===== config.mk =====
export PLATFORM = sky130hd
export DESIGN_NAME = phase_offset_sched
export DESIGN_NICKNAME = d
export VERILOG_FILES = /design/src/rtl/pos_pkg.sv /design/src/rtl/pos_cfg_regs.sv /design/src/rtl/pos_window_ctr.sv /design/src/rtl/pos_settle_ctr.sv /design/src/rtl/phase_offset_sched.sv
export SDC_FILE = /design/constraint.sdc
export NUM_CORES = 1
export LEC_CHECK = 0
export BUFFER_PORTS_ARGS = -buffer_cell sky130_fd_sc_hd__buf_2
export CAP_MARGIN = 20
export CORE_UTILIZATION = 44
export DETAILED_ROUTE_END_ITERATION = 10
export PLACE_DENSITY = 0.74
export REMOVE_ABC_BUFFERS = 1
export SLEW_MARGIN = 15
export SYNTH_ARGS = -nofsm -noshare
export SYNTH_HDL_FRONTEND = slang
export SYNTH_SLANG_ARGS = --single-unit

===== constraint.sdc =====
create_clock -name clk -period 2.29 [get_ports clk]
set_input_delay 0.3435 -clock clk [delete_from_list [all_inputs] [get_ports clk]]
set_output_delay 0.3435 -clock clk [all_outputs]
set_load 0.01 [all_outputs]

===== src/rtl/pos_pkg.sv =====
`timescale 1ns/1ps
package pos_pkg;
  localparam int PH_W  = 8;
  localparam int SEL_W = 2;

  typedef logic signed [PH_W-1:0] phase_t;

  typedef struct packed {
    phase_t            phase;
    logic [SEL_W-1:0]  osr_sel;
  } sched_cfg_t;
endpackage


===== src/rtl/pos_cfg_regs.sv =====
`timescale 1ns/1ps
module pos_cfg_regs
  import pos_pkg::*;
#(
  parameter int SEL_DEF = 0
) (
  input  logic             clk,
  input  logic             clr,
  input  logic             wr,
  input  phase_t           wr_phase,
  input  logic [SEL_W-1:0] wr_sel,
  input  logic             bnd,
  output sched_cfg_t       shadow_q,
  output sched_cfg_t       active_q
);
  localparam sched_cfg_t CFG_DEF = '{phase: '0, osr_sel: SEL_W'(SEL_DEF)};

  // pending settings, written at any time outside reset
  always_ff @(posedge clk) begin
    if (clr)     shadow_q <= CFG_DEF;
    else if (wr) shadow_q <= '{phase: wr_phase, osr_sel: wr_sel};
  end

  // applied settings, moved over only at a reference boundary
  always_ff @(posedge clk) begin
    if (clr)      active_q <= CFG_DEF;
    else if (bnd) active_q <= shadow_q;
  end

  a_r8_defaults_after_clear: assert property (@(posedge clk)
    clr |=> (shadow_q == CFG_DEF && active_q == CFG_DEF));

  a_r5_apply_only_at_boundary: assert property (@(posedge clk) disable iff (clr)
    !bnd |=> $stable(active_q));
endmodule


===== src/rtl/pos_window_ctr.sv =====
`timescale 1ns/1ps
module pos_window_ctr #(
  parameter int CNT_W = 8
) (
  input  logic             clk,
  input  logic             clr,
  input  logic             dclk_en,
  input  logic [CNT_W-1:0] mask,
  input  logic             reload,
  input  logic [CNT_W-1:0] load_val,
  output logic             hit
);
  logic [CNT_W-1:0] cnt_q;
  logic [CNT_W-1:0] inc;

  assign inc = (cnt_q + CNT_W'(1)) & mask;

  always_comb begin
    if (reload) hit = dclk_en && (load_val == '0);
    else        hit = dclk_en && (inc == '0);
  end

  always_ff @(posedge clk) begin
    if (clr)            cnt_q <= '0;
    else if (dclk_en)   cnt_q <= reload ? load_val : inc;
  end

  a_r7_counter_idle_in_clear: assert property (@(posedge clk)
    clr |=> (cnt_q == '0));
endmodule


===== src/rtl/pos_settle_ctr.sv =====
`timescale 1ns/1ps
module pos_settle_ctr #(
  parameter int SETTLE_CYC = 50
) (
  input  logic clk,
  input  logic clr,
  input  logic dclk_en,
  output logic settled
);
  localparam int SW = $clog2(SETTLE_CYC + 1);
  localparam logic [SW-1:0] LIM = SW'(SETTLE_CYC);

  logic [SW-1:0] cnt_q;

  assign settled = (cnt_q == LIM);

  always_ff @(posedge clk) begin
    if (clr)                      cnt_q <= '0;
    else if (dclk_en && !settled) cnt_q <= cnt_q + SW'(1);
  end

  a_r9_settle_monotonic: assert property (@(posedge clk) disable iff (clr)
    settled |=> settled);
endmodule


===== src/rtl/phase_offset_sched.sv =====
`timescale 1ns/1ps
module phase_offset_sched
  import pos_pkg::*;
#(
  parameter int OSR_BASE   = 32,
  parameter int SEL_DEF    = 0,
  parameter int SETTLE_CYC = 50
) (
  input  logic        clk,
  input  logic        rst,
  input  logic        hard_rst_n,
  input  logic        dclk_en,
  input  logic        cfg_wr,
  input  logic [7:0]  cfg_phase,
  input  logic [1:0]  cfg_osr_sel,
  output logic        win0,
  output logic        win1,
  output logic        drdy0,
  output logic        drdy1
);
  localparam int CNT_W = $clog2(OSR_BASE) + (1 << SEL_W) - 1;
  localparam int NCH   = 2;

  function automatic logic [CNT_W-1:0] sel_mask(input logic [SEL_W-1:0] s);
    return CNT_W'((OSR_BASE << s) - 1);
  endfunction

  logic       clr;
  sched_cfg_t shadow, active;
  logic [NCH-1:0] hit;
  logic [NCH-1:0] win_q, drdy_q;
  logic       settled;
  logic [CNT_W-1:0] mask_cur, mask_new, load0;
  logic signed [CNT_W+PH_W-1:0] ph_ext, ph_neg;

  assign clr = rst | ~hard_rst_n;

  pos_cfg_regs #(.SEL_DEF(SEL_DEF)) u_cfg (
    .clk(clk), .clr(clr), .wr(cfg_wr),
    .wr_phase(phase_t'(cfg_phase)), .wr_sel(cfg_osr_sel),
    .bnd(hit[1]), .shadow_q(shadow), .active_q(active)
  );

  pos_settle_ctr #(.SETTLE_CYC(SETTLE_CYC)) u_settle (
    .clk(clk), .clr(clr), .dclk_en(dclk_en), .settled(settled)
  );

  // Channel 0 restart offset: -phase modulo the new window length
  always_comb begin
    mask_cur = sel_mask(active.osr_sel);
    mask_new = sel_mask(shadow.osr_sel);
    ph_ext   = {{CNT_W{shadow.phase[PH_W-1]}}, shadow.phase};
    ph_neg   = -ph_ext;
    load0    = ph_neg[CNT_W-1:0] & mask_new;
  end

  for (genvar g = 0; g < NCH; g++) begin : g_ch
    logic             ch_reload;
    logic [CNT_W-1:0] ch_load;
    if (g == 1) begin : g_ref
      assign ch_reload = 1'b0;
      assign ch_load   = '0;
    end else begin : g_shift
      assign ch_reload = hit[1];
      assign ch_load   = load0;
    end
    pos_window_ctr #(.CNT_W(CNT_W)) u_win (
      .clk(clk), .clr(clr), .dclk_en(dclk_en), .mask(mask_cur),
      .reload(ch_reload), .load_val(ch_load), .hit(hit[g])
    );
  end

  always_ff @(posedge clk) begin
    if (clr) begin
      win_q  <= '0;
      drdy_q <= '0;
    end else begin
      win_q  <= hit;
      drdy_q <= hit & {NCH{settled}};
    end
  end

  assign win0  = win_q[0];
  assign win1  = win_q[1];
  assign drdy0 = drdy_q[0];
  assign drdy1 = drdy_q[1];

  a_r7_quiet_in_hold: assert property (@(posedge clk) disable iff (rst)
    !hard_rst_n |=> (win_q == '0 && drdy_q == '0));

  a_r6_strobe_after_enable: assert property (@(posedge clk) disable iff (clr)
    (|win_q) |-> $past(dclk_en));

  a_r9_drdy_has_window: assert property (@(posedge clk) disable iff (clr)
    drdy1 |-> (win1 && $past(settled)));
endmodule


-- After elaboration in Yosys (flattened, before gate mapping)
Index checks and enable logic that the tools add are counted.
- add/sub/neg operators: 6
- equality and inequality tests: 1
- shift operators: 2
- mux-type cells: 2
- bitwise gates (word level): 6
- reductions and logical operators: 8
- operator list (operator ; number):
    $and A8 B8 Y8 ; 3
    $logic_not A8 Y1 ; 3
    $add A8 B1 Y8 const B ; 2
    $shl A6 B2 Y8 const A ; 2
    $sub A8 B2 Y8 const B ; 2
    $mux W8 ; 1
    $neg A8 Y8 ; 1
    $add A6 B1 Y6 const B ; 1
    $eq A6 B6 Y1 const B ; 1
    $logic_and A1 B1 Y1 ; 4
    $and A2 B2 Y2 ; 1
    $logic_not A1 Y1 ; 1
    $mux W1 ; 1
    $not A1 Y1 ; 1
    $or A1 B1 Y1 ; 1
- register bits after elaboration: 38
- output and inout bits: 4

-- Longest topological paths before layout
Gate-level depths: netlist (run 1).
- word-level depth: 7
- gate-level depth with buffers: 8
- gate-level depth less buffers: 8

-- Cells and area by module
Synthesis (run 1) repeated with hierarchy kept, for this count alone.
- cells, all modules: 308
- area total of the unflattened synthesis: 2597.5 um^2
- modules (own cells, without submodules) (module ; instances ; cells each ; area an instance (um^2) ; sequential area each (um^2)):
    pos_window_ctr ; 2 ; 86 ; 635.6 ; 160.2
    pos_cfg_regs ; 1 ; 64 ; 705.7 ; 400.4
    pos_settle_ctr ; 1 ; 36 ; 330.3 ; 120.1
    phase_offset_sched ; 1 ; 36 ; 290.3 ; 80.1

-- Worst setup path after synthesis (run 1)
OpenSTA, ideal clock, no wires.
- kind: register -> register
- start: register g_ch[1].u_win.cnt_q[3]
- end: register g_ch[0].u_win.cnt_q[3]
- setup time: 132 ps
- arrival time: 1697 ps
- slack: 461 ps
- cell stages (with the launch flop): 9
- buffers on the path: 2
- clock period less this slack: 1829 ps
- cells stage by stage: dfxtp_1 > buf_4 > nand4_1 > or4_1 > and3_4 > nand3_4 > buf_8 > mux2i_1 > a21oi_1
- word-level cells in the longest chain between the ends: 5
- RTL lines (what ; line ; source):
    from (decl) ; pos_window_ctr.sv:13 ; logic [CNT_W-1:0] cnt_q;
    from (signal assigned) ; pos_window_ctr.sv:25 ; else if (dclk_en) cnt_q <= reload ? load_val : inc;
    $add A8 B1 Y8 ; pos_window_ctr.sv:16 ; assign inc = (cnt_q + CNT_W'(1)) & mask;
    $and A8 B8 Y8 ; pos_window_ctr.sv:16 ;
    $logic_not A8 Y1 ; pos_window_ctr.sv:20 ; else hit = dclk_en && (inc == '0);
    $logic_and A1 B1 Y1 ; pos_window_ctr.sv:20 ;
    $mux W8 ; pos_window_ctr.sv:25 ;
    to (signal assigned) ; pos_window_ctr.sv:25 ;
    to (decl) ; pos_window_ctr.sv:13 ;
Every way passes these cells.
A chain may end at the register's enable or synchronous reset.

-- Worst setup path after layout (run 1)
- start: register g_ch[1].u_win.cnt_q[0]
- end: register g_ch[0].u_win.cnt_q[2]
The elaborated chain is that of the path after synthesis.

==> results of run 1 <==
-- final cells by class --
cell class | count | area, µm² | share of cell area
multi-input cells | 187 | 1250 | 0.539
flip-flops and latches | 38 | 761 | 0.327
well taps | 52 | 65.1 | 0.0280
inverters | 3 | 11.3 | 0.00485
clock buffers | 5 | 68.8 | 0.0296
clock inverters | 3 | 45.0 | 0.0194
repair buffers | 22 | 120 | 0.0517
-- power by group through the flow --
stage,logic (mW),registers (mW),clock network (mW)
2_1_floorplan,0.0724,0.698,0
3_3_place_gp,0.113,0.701,0
3_5_place_dp,0.115,0.702,0
4_1_cts,0.116,0.686,0.591
5_1_grt,0.128,0.689,0.612
6_report,0.114,0.686,0.572
-- cells by family (layout without fill, tap and decap cells) --
family | count (synthesis) | in the layout
buf+inv | 16 | 33
mux | 18 | 18
compound gates | 49 | 49
simple gates | 101 | 101
xor+xnor | 12 | 12
flops | 38 | 38
fa+ha+maj | 7 | 7
-- state kept, by name, indices dropped and copies added (netlist names) --
name / cells
g_ch.u_win.cnt_q: 16
u_cfg.shadow_q: 10
u_settle.cnt_q: 6
drdy_q: 2
u_cfg.active_q: 2
win_q: 2
-- cell usage after synthesis (2+ instances only) --
| library cell | instances | share of area |
|---|---|---|
| nor3b_1 | 2 | 0.0071 |
| or4_1 | 3 | 0.011 |
| nand2b_1 | 6 | 0.018 |
| or3_4 | 2 | 0.011 |
| nor2_1 | 30 | 0.054 |
| a211o_1 | 2 | 0.0083 |
| a31oi_1 | 5 | 0.015 |
| nand2_1 | 11 | 0.020 |
| o31ai_1 | 2 | 0.0071 |
| a21o_1 | 2 | 0.0071 |
| xnor2_1 | 4 | 0.017 |
| or3_1 | 4 | 0.012 |
| nand4_1 | 10 | 0.030 |
| nor2b_1 | 8 | 0.024 |
| ha_1 | 7 | 0.042 |
| clkbuf_1 | 8 | 0.014 |
| a21oi_1 | 14 | 0.033 |
| o21ai_0 | 9 | 0.021 |
| and3_1 | 3 | 0.0089 |
| o21ai_1 | 4 | 0.0095 |
| nand3_1 | 8 | 0.019 |
| and2_1 | 2 | 0.0060 |
| inv_1 | 3 | 0.0054 |
| nor3_1 | 2 | 0.0048 |
| dfxtp_1 | 38 | 0.36 |
| xor2_1 | 8 | 0.033 |
| buf_4 | 2 | 0.0071 |
| o211ai_1 | 3 | 0.011 |
| mux2i_1 | 18 | 0.086 |
-- worst min-delay path: cells and delay by family --
| kind | cells | cell delay (ns) |
|---|---|---|
| buffers and inverters | 1 | 0.07 |
| AND/OR/NAND/NOR | 1 | 0.07 |
| multiplexers | 1 | 0.05 |
-- routing by layer --
metal	wire [µm]	share of wire	track usage	vias to the layer above
li1	-	-	-	904
met1	2000	0.50	0.248	771
met2	1770	0.45	0.262	32
met3	132	0.033	0.0342	5
met4	57	0.014	0.0689	0
met5	0	0	0	-
-- stage by stage --
stage | total power [mW] | area, µm² | instances | hold WS (ns)
after floorplan | 0.770 | 2020 | 228 | 0.433
after global placement | 0.814 | 2210 | 302 | 0.468
after detailed placement | 0.817 | 2210 | 302 | 0.475
after CTS | 1.39 | 2320 | 310 | 0.278
after global routing | 1.43 | 2320 | 310 | 0.274
final | 1.37 | 2320 | 310 | 0.282
-- worst max path at each step --
stage	start	to	slack [ns]	cells past startpoint
after floorplan	g_ch[1].u_win.cnt_q[2]	g_ch[0].u_win.cnt_q[0]	0.45	6
after detailed placement	g_ch[1].u_win.cnt_q[0]	g_ch[0].u_win.cnt_q[2]	0.26	7
final	g_ch[1].u_win.cnt_q[0]	g_ch[0].u_win.cnt_q[2]	0.23	7
after global routing	g_ch[1].u_win.cnt_q[0]	g_ch[0].u_win.cnt_q[2]	0.05	7
after global placement	g_ch[1].u_win.cnt_q[2]	drdy_q[0]	0.33	6
after CTS	g_ch[1].u_win.cnt_q[0]	g_ch[0].u_win.cnt_q[2]	0.23	7
==> results.cfg, run 1 <==
[synthesis]
synth_fa_ha_area_frac = 0.0417
syn_inst = 241
synth_top_family_by_area = simple AND/OR/NAND/NOR gates
synth-simple-area-share = 0.270
syn_area_um2 = 2100
seq_area_frac_synth = 0.362
async_reset_ff_frac = 0
synth_mux_area_frac = 0.0858
avgSynthCellArea_um2 = 8.72
synth_seq_cells = 38
synthFlopType = dfxtp_1
yosysWarnings = 0
synth_compound_area_frac = 0.149
synth-xor-area-share = 0.0500
synth_cell_type_count = 50
synth-edff-count = 0

[detailed_routing]
drt-vias-per-instance = 5.52
via_count = 1712
drt-total-wl_mm = 3.96
drtAntennaViolNets = 0
wl_per_cell_um = 12.8
drc_errors = 0
drtIter0Drc = 99
drtPass1Iterations = 4

[min_path]
whs_endpoint = u_cfg.shadow_q[9]
worstHoldPathType = in2reg
hold_path_depth = 3
worstHoldStart = cfg_phase[7]

[floorplanning]
pin_count = 19
rows = 24
die_w_um = 71.1
fp.coreArea_um2 = 4470
die_area_um2 = 5050
start_util = 0.470
fp.dieH_um = 71.1

[timing]
finClkSkew_ns = 0.00713
hold_viol = 0
fmax_ghz = 0.486
setup_violations = 0
fin_tns_setup_ns = 0
period_needed_ns = 2.06
tightest_slew_ns = 0.412
fin_crit_sh = 0.899
timing.slew.headroom = 0.723
slew_violations = 0
setup_ws_ns = 0.232
rsz0062_at_grt = false

[power]
power_frac_clock = 0.417
power.density_nw_per_um2 = 591
power_frac_seq = 0.500
ir_drop_uv = 410
switching_power_uw = 322
switching_share = 0.234
combinationalPowerShare = 0.083
p_leak_nw = 0.935
p_int_mw = 1.05

[clock_tree]
cts.path.max_buffers = 2
cts_hold_buf = 0
cts-buffers-inserted = 5
clk_pin_slew_worst_paths_ns = 0.08
htreeDepth = 2
cts_tree = built
clk_latency_ns = 0.29
ctsResizeCount = 0
cts_setup_buffers = 0
cts_root_buffer = clkbuf_8
cts_num_sinks = 38

[critical_path]
r2r_cells = 7
critPathLaunchType = flip-flop
rr_startpoint = g_ch[1].u_win.cnt_q[0]
crit_type = reg2reg
cp.buffers_inverters = 0
crit_path_cell_trace = ha_1 -> nand3_1 -> a21oi_1 -> and3_4 -> nand3_4 -> or3b_1 -> a31oi_1
required_ns = 2.51
path_delay_family = simple AND/OR/NAND/NOR gates
crit_path_max_fanout = 17
ff2ff_setup_slack_ns = 0.23
worstSetupEndpointType = flip-flop
r2r-end = g_ch[0].u_win.cnt_q[2]
critPathSlowestCell = dfxtp_1
max_stage_delay_ns = 0.45
arrival_ns = 2.28

[final_layout]
antenna_cells = 0
drive_gt1_frac = 0.143
final_nets = 279
fillers = 411
final_common_cell = dfxtp_1
final_cell_mix = dfxtp_1 (38), nor2_1 (30), mux2i_1 (18), buf_2 (18), a21oi_1 (14)
final_util = 0.519
area_delta_synth_final_pct = 10.6

[grt]
grt_pass1_wl_mm = 6.98
track_usage = 0.175
grt_pass1_vias = 1551
antenna_found_initial = 0
grt-ovfl-total = 0
grt_max_degree = 34

[job]
drv_cap = 0

[place]
place.gp.congestion = 0.804
dp_hpwl_mm = 2.78
dp_slack_ns = 0.259
port_buffers = 18

[outcome]
outcome = complete, no violations
Power figures use the tool's default switching activity.
==> inputs of run 2 (changes only) <==
Clock period 2.29 ns to 1.9 ns, I/O delays scaled along.
==> results.cfg, run 2 (same netlist as run 1, synthesis figures left out) <==
[detailed_routing]
drt-total-wl_mm = 4.53
drt-vias-per-instance = 5.64
drtIter0Drc = 148
drtAntennaViolNets = 0
wl_per_cell_um = 13.7
via_count = 1868
drc_errors = 0
drtPass1Iterations = 4

[critical_path]
worstSetupEndpointType = flip-flop
crit_type = reg2reg
arrival_ns = 2.06
critPathLaunchType = flip-flop
crit_path_max_fanout = 6
required_ns = 2.11

[final_layout]
final_common_cell = nor2_1
final_nets = 300
stdcell_area_um2 = 2530
largest_reg_flops = 16
largest-register = g_ch.u_win.cnt_q
largestRegisters = g_ch.u_win.cnt_q: 16 flops, u_cfg.shadow_q: 10 flops, u_settle.cnt_q: 6 flops
area_delta_synth_final_pct = 20.3
drive_gt1_frac = 0.269
final_cell_mix = nor2_1 (30), dfxtp_1 (27), buf_4 (24)
final_util = 0.565
antenna_cells = 0

[timing]
fmax_ghz = 0.542
tightest_slew_ns = 0.429
period_needed_ns = 1.84
rsz0062_at_grt = true
fin_tns_setup_ns = 0
setup_violations = 0
finClkSkew_ns = 0.00656
setup_ws_ns = 0.0567
fin_crit_sh = 0.970
slew_violations = 0
hold_viol = 0
timing.slew.headroom = 0.714
hold_ws_ns = 0.230

[clock_tree]
cts.path.max_buffers = 2
cts_root_buffer = clkbuf_8
cts-buffers-inserted = 5
htreeDepth = 2
cts_tree = built
clk_latency_ns = 0.29
cts_num_sinks = 38
clk_pin_slew_worst_paths_ns = 0.08

[power]
power.density_nw_per_um2 = 656
p_leak_nw = 1.04
ir_drop_uv = 530

[grt]
grtUsageMet2 = 0.306
use_met3 = 0.0385
grt_pass1_vias = 1715
grt-ovfl-total = 0
grt_busiest_layer = met2
grt_pass1_wl_mm = 7.70
antenna_found_initial = 0
grt_util_met1 = 0.259
grt_max_degree = 34
track_usage = 0.191

[floorplanning]
die_w_um = 71.1
fp.dieH_um = 71.1
start_util = 0.470
rows = 24
fp.coreArea_um2 = 4470
pin_count = 19
die_area_um2 = 5050

[min_path]
worstHoldPathType = in2reg

[job]
drv_cap = 0

[place]
placed_area_um2 = 2340
port_buffers = 18
dp_hpwl_mm = 3.05
place.gp.congestion = 0.801
dp_slack_ns = -0.0658

[outcome]
outcome = complete, no violations
[run 2: cell types whose count changed in the layout (fill, tap and decap cells not counted), moves of 2 or more]
cell / delta
clkinvlp_4: -2
buf_4: +20
clkinv_2: +2
dfxtp_1: -11
dfxtp_2: +10
[run 2: area by class of cell]
| cell class | count | area, µm² |
|---|---|---|
| clock buffers | 5 | 68.8 |
| clock inverters | 3 | 40.0 |
| fillers | 407 | 1950 |
| inverters | 3 | 11.3 |
| multi-input cells | 188 | 1290 |
| flip-flops and latches | 38 | 777 |
| well taps | 52 | 65.1 |
| repair buffers | 42 | 270 |
[run 2: repair_timing]
item | in CTS | in global routing
gates cloned | 1 | 0
buffers inserted | 1 | 1
pin swaps | 0 | 1
resized for setup | 3 | 16
setup endpoints to repair | 6 | 10
hold buffers | 0 | 0
[run 2: final timing paths]
check	startpoint	endpoint	slack (ns)	cells past startpoint
worst max register to register	g_ch[1].u_win.cnt_q[1]	g_ch[0].u_win.cnt_q[2]	0.06	7
worst min-delay path	cfg_phase[7]	u_cfg.shadow_q[9]	0.23	3
worst min register to register	g_ch[1].u_win.cnt_q[7]	g_ch[1].u_win.cnt_q[7]	0.48	2
worst max-delay path	g_ch[1].u_win.cnt_q[1]	g_ch[0].u_win.cnt_q[2]	0.06	7
[run 2: critical path, cell delays in order (launching register included)]
cell     delay (ns)
dfxtp_2        0.37
ha_2           0.22
nand3_1        0.11
a21oi_2        0.14
and3_4         0.24
nand3_4        0.12
or3b_1         0.40
a31oi_1        0.15
[run 2: report_power, final]
part           total, mW  switching (mW)  internal, mW
clock              0.682           0.296         0.387
combinational      0.151          0.0770        0.0736
sequential         0.825          0.0160         0.809
total               1.66           0.389          1.27
[run 2: metrics by stage]
step | power, mW | std cells
final | 1.66 | 331
after global routing | 1.73 | 331
after CTS | 1.67 | 330
after detailed placement | 0.993 | 320
after global placement | 0.988 | 320
after floorplan | 0.929 | 228
[run 2: routing by layer]
metal  routed length, µm  share of wire
met1                2190           0.48
met2                2110           0.47
met3                 175          0.039
met4                  53          0.012
met5                   0              0
